## src/rtl/tsm_pkg.sv

```systemverilog
// Shared definitions for the master veto and trigger distributor.
// Assumes nothing beyond IEEE 1800-2017 packages.
package tsm_pkg;
    // Index of each per-window metric inside the event vector.
    localparam int M_ACC  = 0;   // accepted triggers
    localparam int M_DROP = 1;   // triggers dropped by veto
    localparam int M_DEAD = 2;   // cycles with veto high
    localparam int M_EDGE = 3;   // veto rising edges
    localparam int NUM_METRICS = 4;
endpackage

```

## src/rtl/tsm_veto_merge.sv

```systemverilog
// Merges enabled slave flow-control lines into one registered veto and
// flags its rising edges.
// Assumes slave_busy is already synchronous to clk.
module tsm_veto_merge #(
    parameter int N_SLAVE = 16
) (
    input  logic               clk,
    input  logic               rst_n,
    input  logic [N_SLAVE-1:0] slave_busy,
    input  logic [N_SLAVE-1:0] slave_en,
    output logic               veto,
    output logic               veto_rise
);
    logic veto_prev;

    // Register the masked OR and keep last cycle's veto for edge detection.
    always_ff @(posedge clk) begin
        if (!rst_n) begin
            veto      <= 1'b0;
            veto_prev <= 1'b0;
        end else begin
            veto      <= |(slave_busy & slave_en);
            veto_prev <= veto;
        end
    end

    // A rising edge is a cycle with veto high after a cycle with it low.
    always_comb veto_rise = veto & ~veto_prev;


    veto_set_chk: assert property (@(posedge clk) disable iff (!rst_n)
        (|(slave_busy & slave_en)) |=> veto);

    veto_clr_chk: assert property (@(posedge clk) disable iff (!rst_n)
        !(|(slave_busy & slave_en)) |=> !veto);
endmodule

```

## src/rtl/tsm_trig_fanout.sv

```systemverilog
// Gates incoming triggers with the veto, fans accepted ones out to every
// slave, and attaches sync requests (host or every N triggers) one clock
// behind the trigger they accompany.
// Assumes trig_in is a single-cycle pulse synchronous to clk.
module tsm_trig_fanout #(
    parameter int N_SLAVE = 16,
    parameter int SYNC_W  = 8
) (
    input  logic               clk,
    input  logic               rst_n,
    input  logic               trig_in,
    input  logic               veto,
    input  logic               sync_cmd,
    input  logic [SYNC_W-1:0]  sync_every,
    output logic               accept,
    output logic               drop,
    output logic [N_SLAVE-1:0] trig_out,
    output logic [N_SLAVE-1:0] sync_out
);
    logic [SYNC_W-1:0] tcnt;
    logic              pend;
    logic              auto_hit;
    logic              issue;
    logic              sync_stage;

    // Classify the trigger and decide whether it carries a sync.
    always_comb begin
        accept   = trig_in & ~veto;
        drop     = trig_in & veto;
        auto_hit = (sync_every != '0) && ((tcnt + SYNC_W'(1)) == sync_every);
        issue    = accept & (pend | sync_cmd | auto_hit);
    end

    // Fan out the trigger, delay the sync by one stage, track period and request.
    always_ff @(posedge clk) begin
        if (!rst_n) begin
            trig_out   <= '0;
            sync_stage <= 1'b0;
            sync_out   <= '0;
            tcnt       <= '0;
            pend       <= 1'b0;
        end else begin
            trig_out   <= {N_SLAVE{accept}};
            sync_stage <= issue;
            sync_out   <= {N_SLAVE{sync_stage}};
            if (issue) begin
                tcnt <= '0;
                pend <= 1'b0;
            end else begin
                if (accept)   tcnt <= tcnt + SYNC_W'(1);
                if (sync_cmd) pend <= 1'b1;
            end
        end
    end


    drop_block_chk: assert property (@(posedge clk) disable iff (!rst_n)
        (trig_in && veto) |=> (trig_out == '0));

    sync_follow_chk: assert property (@(posedge clk) disable iff (!rst_n)
        (sync_out != '0) |-> ($past(trig_out) != '0));

    trig_idle_chk: assert property (@(posedge clk) disable iff (!rst_n)
        !trig_in |=> (trig_out == '0));
endmodule

```

## src/rtl/tsm_window_meas.sv

```systemverilog
// Counts one-bit events over fixed windows of WIN_LEN cycles and publishes
// all counts together with a one-cycle valid strobe.
// Assumes WIN_LEN >= 2; results hold until the next window closes.
module tsm_window_meas #(
    parameter int WIN_LEN = 1024,
    parameter int NM      = 4,
    parameter int CNT_W   = 11
) (
    input  logic                      clk,
    input  logic                      rst_n,
    input  logic [NM-1:0]             evt,
    output logic                      meas_valid,
    output logic [NM-1:0][CNT_W-1:0]  meas_cnt
);
    localparam int TW = $clog2(WIN_LEN);
    localparam logic [TW-1:0] LAST = TW'(WIN_LEN - 1);

    logic [TW-1:0] wcnt;
    logic          last;

    always_comb last = (wcnt == LAST);

    // Window timer and result strobe.
    always_ff @(posedge clk) begin
        if (!rst_n) begin
            wcnt       <= '0;
            meas_valid <= 1'b0;
        end else begin
            wcnt       <= last ? '0 : wcnt + TW'(1);
            meas_valid <= last;
        end
    end

    // One accumulator and one result register per metric.
    for (genvar i = 0; i < NM; i++) begin : g_metric
        logic [CNT_W-1:0] acc;
        logic [CNT_W-1:0] sum;
        always_comb sum = acc + CNT_W'(evt[i]);
        // Accumulate in-window events; publish and restart at window end.
        always_ff @(posedge clk) begin
            if (!rst_n) begin
                acc         <= '0;
                meas_cnt[i] <= '0;
            end else if (last) begin
                acc         <= '0;
                meas_cnt[i] <= sum;
            end else begin
                acc         <= sum;
            end
        end
    end


    valid_pulse_chk: assert property (@(posedge clk) disable iff (!rst_n)
        meas_valid |=> !meas_valid);
endmodule

```

## src/rtl/tsm_master.sv

```systemverilog
// Master unit of the dead-time supervisor: builds the global veto from the
// enabled slaves, distributes triggers and sync requests, and measures
// trigger rate, dropped triggers, dead time and veto frequency per window.
// Assumes all inputs are synchronous to clk.
module tsm_master #(
    parameter int N_SLAVE = 16,
    parameter int SYNC_W  = 8,
    parameter int WIN_LEN = 1024,
    localparam int CNT_W  = $clog2(WIN_LEN + 1)
) (
    input  logic               clk,
    input  logic               rst_n,
    input  logic               trig_in,
    input  logic               sync_cmd,
    input  logic [SYNC_W-1:0]  sync_every,
    input  logic [N_SLAVE-1:0] slave_en,
    input  logic [N_SLAVE-1:0] slave_busy,
    output logic               veto,
    output logic [N_SLAVE-1:0] trig_out,
    output logic [N_SLAVE-1:0] sync_out,
    output logic               meas_valid,
    output logic [CNT_W-1:0]   meas_trig,
    output logic [CNT_W-1:0]   meas_drop,
    output logic [CNT_W-1:0]   meas_dead,
    output logic [CNT_W-1:0]   meas_toggle
);
    import tsm_pkg::*;

    logic                                 veto_rise;
    logic                                 accept;
    logic                                 drop;
    logic [NUM_METRICS-1:0]               evt;
    logic [NUM_METRICS-1:0][CNT_W-1:0]    cnt;

    tsm_veto_merge #(.N_SLAVE(N_SLAVE)) u_veto (
        .clk(clk), .rst_n(rst_n),
        .slave_busy(slave_busy), .slave_en(slave_en),
        .veto(veto), .veto_rise(veto_rise)
    );

    tsm_trig_fanout #(.N_SLAVE(N_SLAVE), .SYNC_W(SYNC_W)) u_fan (
        .clk(clk), .rst_n(rst_n),
        .trig_in(trig_in), .veto(veto),
        .sync_cmd(sync_cmd), .sync_every(sync_every),
        .accept(accept), .drop(drop),
        .trig_out(trig_out), .sync_out(sync_out)
    );

    // Gather the per-cycle events for the window counters.
    always_comb begin
        evt         = '0;
        evt[M_ACC]  = accept;
        evt[M_DROP] = drop;
        evt[M_DEAD] = veto;
        evt[M_EDGE] = veto_rise;
    end

    tsm_window_meas #(.WIN_LEN(WIN_LEN), .NM(NUM_METRICS), .CNT_W(CNT_W)) u_meas (
        .clk(clk), .rst_n(rst_n),
        .evt(evt), .meas_valid(meas_valid), .meas_cnt(cnt)
    );

    // Split the result vector onto named ports.
    always_comb begin
        meas_trig   = cnt[M_ACC];
        meas_drop   = cnt[M_DROP];
        meas_dead   = cnt[M_DEAD];
        meas_toggle = cnt[M_EDGE];
    end


    toggle_le_dead_chk: assert property (@(posedge clk) disable iff (!rst_n)
        meas_valid |-> (meas_toggle <= meas_dead));

    dead_le_win_chk: assert property (@(posedge clk) disable iff (!rst_n)
        meas_valid |-> (32'(meas_dead) <= WIN_LEN));
endmodule

```

## config.mk

```make
export PLATFORM = sky130hd
export DESIGN_NAME = tsm_master
export DESIGN_NICKNAME = d
export VERILOG_FILES = /design/src/rtl/tsm_pkg.sv /design/src/rtl/tsm_veto_merge.sv /design/src/rtl/tsm_trig_fanout.sv /design/src/rtl/tsm_window_meas.sv /design/src/rtl/tsm_master.sv
export SDC_FILE = /design/constraint.sdc
export NUM_CORES = 1
export LEC_CHECK = 0
export BUFFER_PORTS_ARGS = -buffer_cell sky130_fd_sc_hd__buf_2
export CAP_MARGIN = 20
export CELL_PAD_IN_SITES_DETAIL_PLACEMENT = 1
export CELL_PAD_IN_SITES_GLOBAL_PLACEMENT = 2
export CORE_ASPECT_RATIO = 0.5
export CORE_UTILIZATION = 34
export DETAILED_ROUTE_END_ITERATION = 8
export PLACE_DENSITY_LB_ADDON = 0.1
export SKIP_LAST_GASP = 1
export SYNTH_ARGS = -nofsm -noshare
export SYNTH_HDL_FRONTEND = slang
export SYNTH_SLANG_ARGS = --single-unit
```

## constraint.sdc

```tcl
create_clock -name clk -period 3.76 [get_ports clk]
set_input_delay 0.376 -clock clk [delete_from_list [all_inputs] [get_ports clk]]
set_output_delay 0.376 -clock clk [all_outputs]
set_load 0.1 [all_outputs]
```

* Yosys cells after proc, flatten, opt, wreduce, memory -nomap -nowiden *
Index checks and enable logic that the tools add are counted.

operators by class
  bitwise logic cells = 10
  equal/unequal tests = 2
  reduce and logical (&&, ||, !) cells = 5
  add/subtract/negate cells = 6

operators with widths
  cell                   number
  $add 11x1->11          4
  $and 16x16->16         1
  $reduce_or 16->1       1
  $add 10x1->10 const B  1
  $eq 10x10->1 const B   1
  $add 8x1->8 const B    1
  $eq 8x8->1             1
  $reduce_bool 8->1      1
  $and 1x1->1            4
  $reduce_or 2->1        2
  $not 1->1              3
  $or 1x1->1             2
  $logic_and 1x1->1      1

word-level totals
  output and inout port bits = 78
  bits of input ports = 44
  word-level logic and storage cells = 40
  register bits = 113

* Depth between registers and ports, before layout *
Gate-level depths: netlist of run 1.

  depth in word-level cells = 6
  mapped depth = 9
  gate-level depth less buffers = 9

* Cells and area by module *
From an unflattened synthesis of run 1, not the netlist that was laid out.

unflattened totals
  cell total of the unflattened synthesis = 481
  area total of the unflattened synthesis = 4,822.1 um^2

modules (own cells, without submodules)
  module           area each (um^2)  cells an instance  instances  seq. area each (um^2)
  tsm_window_meas  3,572.2           334                1          1,981.9
  tsm_trig_fanout  1,102.3           132                1          240.2
  tsm_veto_merge   147.6             15                 1          40.0

* Least setup slack after synthesis of run 1 *
No wires, ideal clock.

  kind = register to register
  start point = reg u_veto.veto
  end point = reg u_meas.meas_cnt[21] (netlist bit)
  required time = 3.643 ns
  path slack = 1.220 ns
  cell stages (with the launch flop) = 10
  path buffers = 0
  library setup time = 0.117 ns
  arrival time = 2.423 ns
  clock period less this slack = 2.540 ns
  cells stage by stage = dfxtp_1 -> and2_1 -> ha_1 -> ha_1 -> nand3_1 -> or2_2 -> nor2_1 -> xnor2_1 -> nand2_1 -> o211a_1

between the ends
  word-level cells in the longest chain between the ends = 2

RTL lines
  item                            line                   RTL
  start: declaration              tsm_veto_merge.sv:11   output logic veto,
  start signal: assignment        tsm_veto_merge.sv:22   veto <= |(slave_busy & slave_en);
  $and 1x1->1                     tsm_trig_fanout.sv:29  drop = trig_in & veto;
  $add 11x1->11                   tsm_window_meas.sv:38  always_comb sum = acc + CNT_W'(evt[i]);
  end signal: indexed assignment  tsm_window_meas.sv:46  meas_cnt[i] <= sum;
  end: declaration                tsm_window_meas.sv:13  output logic [NM-1:0][CNT_W-1:0] meas_cnt

No other way between the ends.
A chain may end at the register's enable or synchronous reset.

* Worst setup path after layout of run 1 *
  start point = reg u_meas.wcnt[0]
  end point = reg u_meas.meas_cnt[27] (netlist bit)

between the ends
  word-level cells in the longest chain between the ends = 1

RTL lines
  item                      line                   RTL
  start: declaration        tsm_window_meas.sv:18  logic [TW-1:0] wcnt;
  start signal: assignment  tsm_window_meas.sv:29  wcnt <= last ? '0 : wcnt + TW'(1);
  $eq 10x10->1              tsm_window_meas.sv:21  always_comb last = (wcnt == LAST);

No other way between the ends.

==> impl_metrics.toml, run 1 <==
[global_routing]
grt_remaining_overflow = 0
grtUsageMet2_pct = 24.3
met1_usage_pct = 21.6
grt-busiest-layer = "met2"
grt_max_degree = 51
grt_pass1_wl_um = 18500
antenna_found_initial = 0
grt_pass1_vias = 3829
met3_usage_pct = 4.00
grt_use_total_pct = 15.9

[hold_path]
hold_path_class = "in -> reg"
hold_depth = 3

[sta]
fin_setup_tns_ps = 0
rsz0062_at_grt = "false"
slew_viol_final = 0
hold_viol = 0
min_period_over_period_pct = 62.2
max-slew-margin-rel_pct = 39.6
tightest_slew_ps = 906
whs_ps = 302
fmax_mhz = 428
fin_worst_skew_ps = 9.49
fin_crit_ps = 2340
setup_viol = 0

[worst_setup_path]
cp-end-kind = "flop"
critPathTopFamily = "simple AND/OR/NAND/NOR gates"
cp_cell_sequence = "ha_1 -> nand3_1 -> nor2_1 -> and3_2 -> buf_4 -> nand2_1 -> o211a_1"
crit_cells = 7
r2r_cells = 7
path_class = "reg -> reg"
worstSetupStartpointType = "flop"
critPathMaxFanout = 32
arrival_ps = 2630
critical_path_buf_inv_count = 1
crit_required_ps = 4060
slowest_stage = "and3_2"
max_stage_delay_ps = 650

[yosys]
synth_compound_area_share_pct = 13.9
synth.area.top_cells = "dfxtp_1, o211a_1, nand2_1"
synth_top_area_share_pct = 45.8
syn-instance-count = 524
synth_mux_area_share_pct = 0
synth_xor_area_share_pct = 9.22
synth_top_family_by_area = "simple AND/OR/NAND/NOR gates"
yosysWarnings = 0
yosysSeqAreaShare_pct = 45.8
synth_top_cell_by_area = "dfxtp_1"
synth_fa_ha_area_share_pct = 2.53
synthesis.area_um2 = 4940
synth_edf_count = 0
syn_nets = 578
async_reset_ff_share_pct = 0
syn_avg_cell_area_um2 = 9.43
ys_ff_latch = 113
yosys.cell_types.count = 50
ys.flop_type = "dfxtp_1"
synthSimpleGateAreaFrac_pct = 20.9

[detailed_routing]
vias = 3939
routed_wl_um = 11400
wl_per_cell_um = 13.9
drc_errors = 0
drtPass1Iterations = 4
drt_iter0_markers = 120
viasPerCell = 4.79
ant_nets = 0

[placement]
placed_cells = 789
dp_hpwl_um = 8110
place_congestion = 0.718
io_buffers = 121

[floorplanning]
rows = 30
die_width_um = 172
core_area_um2 = 13900
start_util_pct = 35.7
io_pins = 122
die_h_um = 87.2
dieArea_um2 = 15000

[power_and_ir_drop]
p_per_area_nw_per_um2 = 505
power_leakage_nw = 3.05
ir_worst_vdd_mv = 0.292

[clocking]
htree_levels = 4
post_cts_buffers = 0
cts_buffer_depth = 2
cts.repair.resized = 0
clk_pin_slew_ps = 60
cts-root-buf = "clkbuf_16"
insertion_delay_ps = 410
cts_buffers = 17
postCtsHoldBufs = 0
cts_tree = "done"
cts.sinks = 113

[final_layout]
nets = 670
layoutNonFillerInstCount = 822
area_growth_pct = 23.1
layout-drive-gt1-share_pct = 27.5
fillers = 1622

[status]
outcome = "finished, final reports clean"

[flow_run]
maxCapViolations = 0
## Yosys cell counts, drive strengths merged, types with 10 or more instances
cell type	number
and2	12
and3	22
buf	45
dfxtp	113
ha	10
nand2	71
nand3	33
nor2	52
o211a	36
xnor2	24
xor2	28
## worst paths after layout
kind,from,to,slack [ps]
setup / recovery,u_meas.wcnt[0],u_meas.meas_cnt[27],1420
hold / removal,sync_cmd,u_fan.pend,300
setup reg to reg,u_meas.wcnt[0],u_meas.meas_cnt[27],1420
hold reg to reg,u_fan.sync_stage,u_fan.sync_out[0],430
## logic make-up after synthesis
family,count (synthesis)
simple gates,213
compound gates,76
buf+inv,60
xor+xnor,52
flops,113
fa+ha+maj,10
## worst reg2reg max path, stage by stage, from the launching register on
cell	delay (ps)
dfxtp_1	370
ha_1	200
nand3_1	120
nor2_1	270
and3_2	650
buf_4	380
nand2_1	100
o211a_1	150
## through the flow
step           worst slack (ps)  cell area [µm²]  total power, W  util [%]
2_1_floorplan              1220             4940         0.00142         -
3_3_place_gp               1520             5470         0.00145      39.5
3_5_place_dp               1410             5470         0.00145      39.5
4_1_cts                    1380             6080         0.00311      43.9
5_1_grt                    1200             6080         0.00319      43.9
6_report                   1420             6080         0.00307      43.9
## placed cells by master, fill, tap and decap left out, types with 2 or more instances in the layout
| master | instances |
|---|---|
| bufinv_16 | 3 |
| o22ai_1 | 8 |
| nor2b_1 | 4 |
| nor2_1 | 51 |
| buf_2 | 121 |
| xnor2_1 | 24 |
| a21boi_1 | 3 |
| buf_4 | 5 |
| nand3_1 | 32 |
| inv_1 | 7 |
| ha_1 | 10 |
| inv_6 | 4 |
| xor2_1 | 28 |
| nand2_1 | 70 |
| o211a_1 | 36 |
| and2_1 | 11 |
| a41oi_1 | 6 |
| dfxtp_1 | 113 |
| nand2b_1 | 2 |
| clkbuf_16 | 17 |
| a22oi_1 | 6 |
| o21ai_0 | 2 |
| nand4_1 | 5 |
| clkinv_2 | 2 |
| and3_2 | 3 |
| a21boi_0 | 5 |
| a21oi_1 | 3 |
| and3_1 | 19 |
| clkinv_4 | 5 |
## report_power, final
group | switching, W | internal [W] | total [W] | leakage (nW)
Clock | 0.000592 | 0.00105 | 0.00164 | 0.300
Combinational | 0.000146 | 0.0000574 | 0.000204 | 1.83
Sequential | 0.0000111 | 0.00121 | 0.00122 | 0.913
## state kept, by name (all words and copies together) (netlist names)
name and count:
u_veto.veto 1, u_meas.meas_valid 1, u_meas.g_metric.acc 44, u_fan.sync_stage 1, u_meas.meas_cnt 44, u_fan.sync_out 1, u_fan.tcnt 8, u_fan.trig_out 1
u_meas.wcnt 10, u_fan.pend 1, u_veto.veto_prev 1
## cell type report
class	instances	area, µm²	share of cell area, %
Inverter	7	26.3	0.432
Sequential cell	113	2260	37.2
Antenna cell	1	2.50	0.0411
Clock inverter	14	179	2.94
Tap cell	192	240	3.95
Multi-Input combinational cell	351	2300	37.8
Timing Repair Buffer	126	643	10.6
Clock buffer	18	429	7.06
## metal layers
metal  wire, µm  part of all wire, %
met5          0                    0
met4        101                 0.89
met3        553                  4.8
met2       4810                   42
met1       5940                   52
(Power assumes the default switching activity.)
==> run 2: changes to the inputs <==
--- a/config.mk
+++ b/config.mk
@@ -10,7 +10,7 @@
 export CELL_PAD_IN_SITES_DETAIL_PLACEMENT = 1
 export CELL_PAD_IN_SITES_GLOBAL_PLACEMENT = 2
 export CORE_ASPECT_RATIO = 0.5
-export CORE_UTILIZATION = 34
+export CORE_UTILIZATION = 29
 export DETAILED_ROUTE_END_ITERATION = 8
 export PLACE_DENSITY_LB_ADDON = 0.1
 export SKIP_LAST_GASP = 1
==> constraint.sdc (replaced) <==
create_clock -name clk -period 2.1 [get_ports clk]
set_input_delay 0.21 -clock clk [delete_from_list [all_inputs] [get_ports clk]]
set_output_delay 0.21 -clock clk [all_outputs]
set_load 0.1 [all_outputs]
==> impl_metrics.toml, run 2 (synthesis results as in run 1) <==
[clocking]
cts_buffer_depth = 2
cts.repair.resized = 0
cts-root-buf = "clkbuf_16"
cts_tree = "done"
postCtsHoldBufs = 0
cts.sinks = 113
post_cts_buffers = 0
clk_pin_slew_ps = 50
htree_levels = 4
insertion_delay_ps = 400
cts_buffers = 17

[sta]
fmax_mhz = 514
slew_viol_final = 0
tightest_slew_ps = 533
setup_viol = 0
hold_viol = 0
fin_worst_skew_ps = 7.19
fin_setup_tns_ps = 0
min_period_over_period_pct = 92.6
layout_setup_ws_ps = 156
max-slew-margin-rel_pct = 64.4
fin_crit_ps = 1940
rsz0062_at_grt = "false"

[final_layout]
n_antenna_cell = 0
area_growth_pct = 26.9
final_cell_mix = "buf_2, dfxtp_1, nand2_1, nor2_1, o211a_1"
reg.largest.list = "u_meas.g_metric.acc (44), u_meas.meas_cnt (44), u_meas.wcnt (10)"
layout-drive-gt1-share_pct = 28.7
nets = 677
fillers = 1914
final_common_cell = "buf_2"

[global_routing]
grt-busiest-layer = "met2"
grt_use_total_pct = 14.6
grt_remaining_overflow = 0
met3_usage_pct = 4.85
grt_pass1_vias = 3875
grt_max_degree = 34
grtUsageMet2_pct = 21.8
met1_usage_pct = 19.6
antenna_found_initial = 1
grt_pass1_wl_um = 19900

[worst_setup_path]
arrival_ps = 2240
timing.rr.end = "u_meas.meas_cnt[21]"
path_class = "reg -> reg"
worstSetupStartpointType = "flop"
r2r_cells = 9
critPathMaxFanout = 6
crit_required_ps = 2400
cp-end-kind = "flop"
r2r_start = "u_veto.veto"
rrSetupSlack_ps = 160

[power_and_ir_drop]
p_per_area_nw_per_um2 = 900
power_w = 0.00564
power_leakage_nw = 3.09
ir_worst_vdd_mv = 0.556

[detailed_routing]
drc_errors = 0
drt_iter0_markers = 126
vias = 3871
drtPass1Iterations = 6
routed_wl_um = 12000
viasPerCell = 4.49
wl_per_cell_um = 13.9
ant_nets = 0

[floorplanning]
io_pins = 122
rows = 33
start_util_pct = 29.9
die_width_um = 187
dieArea_um2 = 17600
core_area_um2 = 16500
die_h_um = 94.3

[hold_path]
hold_depth = 3
hold_end = "u_fan.pend"
worstHoldStart = "sync_cmd"
hold_path_class = "in -> reg"

[placement]
dp_hpwl_um = 8610
pre_cts_ws_ps = 139
place_congestion = 0.713
io_buffers = 121

[flow_run]
maxCapViolations = 0

[status]
outcome = "finished, final reports clean"
run 2: changes by cell type in the layout (fill, tap and decap cells not counted), moves of 2 or more:
cell	before	now
buf_12	0	4
inv_6	4	0
buf_4	5	8
clkbuf_8	0	3
clkinv_4	5	2
ha_1	10	7
ha_2	0	2
run 2: how the worst max path moves through the flow:
stage / slack, ps / end / from
CTS: 130 / u_meas.meas_cnt[21] / u_veto.veto
global route: 40 / u_meas.meas_cnt[21] / u_veto.veto
finish: 160 / u_meas.meas_cnt[21] / u_veto.veto
detailed placement: 140 / u_meas.meas_cnt[21] / u_veto.veto
global placement: 180 / u_meas.meas_cnt[21] / u_veto.veto
floorplan: 70 / u_meas.meas_cnt[21] / u_veto.veto
run 2: power breakdown:
part	switching, W	total (W)	leakage [nW]	internal (W)
sequential	0.0000184	0.00219	0.913	0.00217
combinational	0.000268	0.000382	1.87	0.000114
clock	0.000999	0.00307	0.306	0.00207
total	0.00129	0.00564	3.09	0.00436
run 2: area by class of cell:
cell class	instances	area, µm²	area share, %
well taps	227	284	4.53
repair buffers	133	746	11.9
clock inverters	9	155	2.48
clock buffers	22	474	7.56
flip-flops and latches	113	2270	36.1
inverters	7	26.3	0.419
multi-input cells	351	2320	37.0
run 2: critical path: stages, from the launching register on:
cell     delay [ps]
dfxtp_4         360
and2_1          180
ha_4            150
ha_2            180
nand3_1         110
or2_2           350
nor2_1          150
xnor2_1         150
nand2_1          80
o211a_1         120
run 2: layer usage:
| metal | vias up | wire length [µm] |
|---|---|---|
| li1 | 1969 | - |
| met2 | 82 | 5050 |
| met3 | 7 | 490 |
| met1 | 1813 | 6380 |
| met4 | 0 | 61 |
| met5 | - | 0 |
run 2: metrics by stage:
stage                     cells  hold slack [ps]  cell area [µm²]  utilization [%]
after floorplan             524              399             4940                -
after global placement      831              448             5620             34.0
after detailed placement    831              459             5620             34.0
after CTS                   862              110             6250             37.8
after global routing        862              136             6270             38.0
final                       862              130             6270             38.0
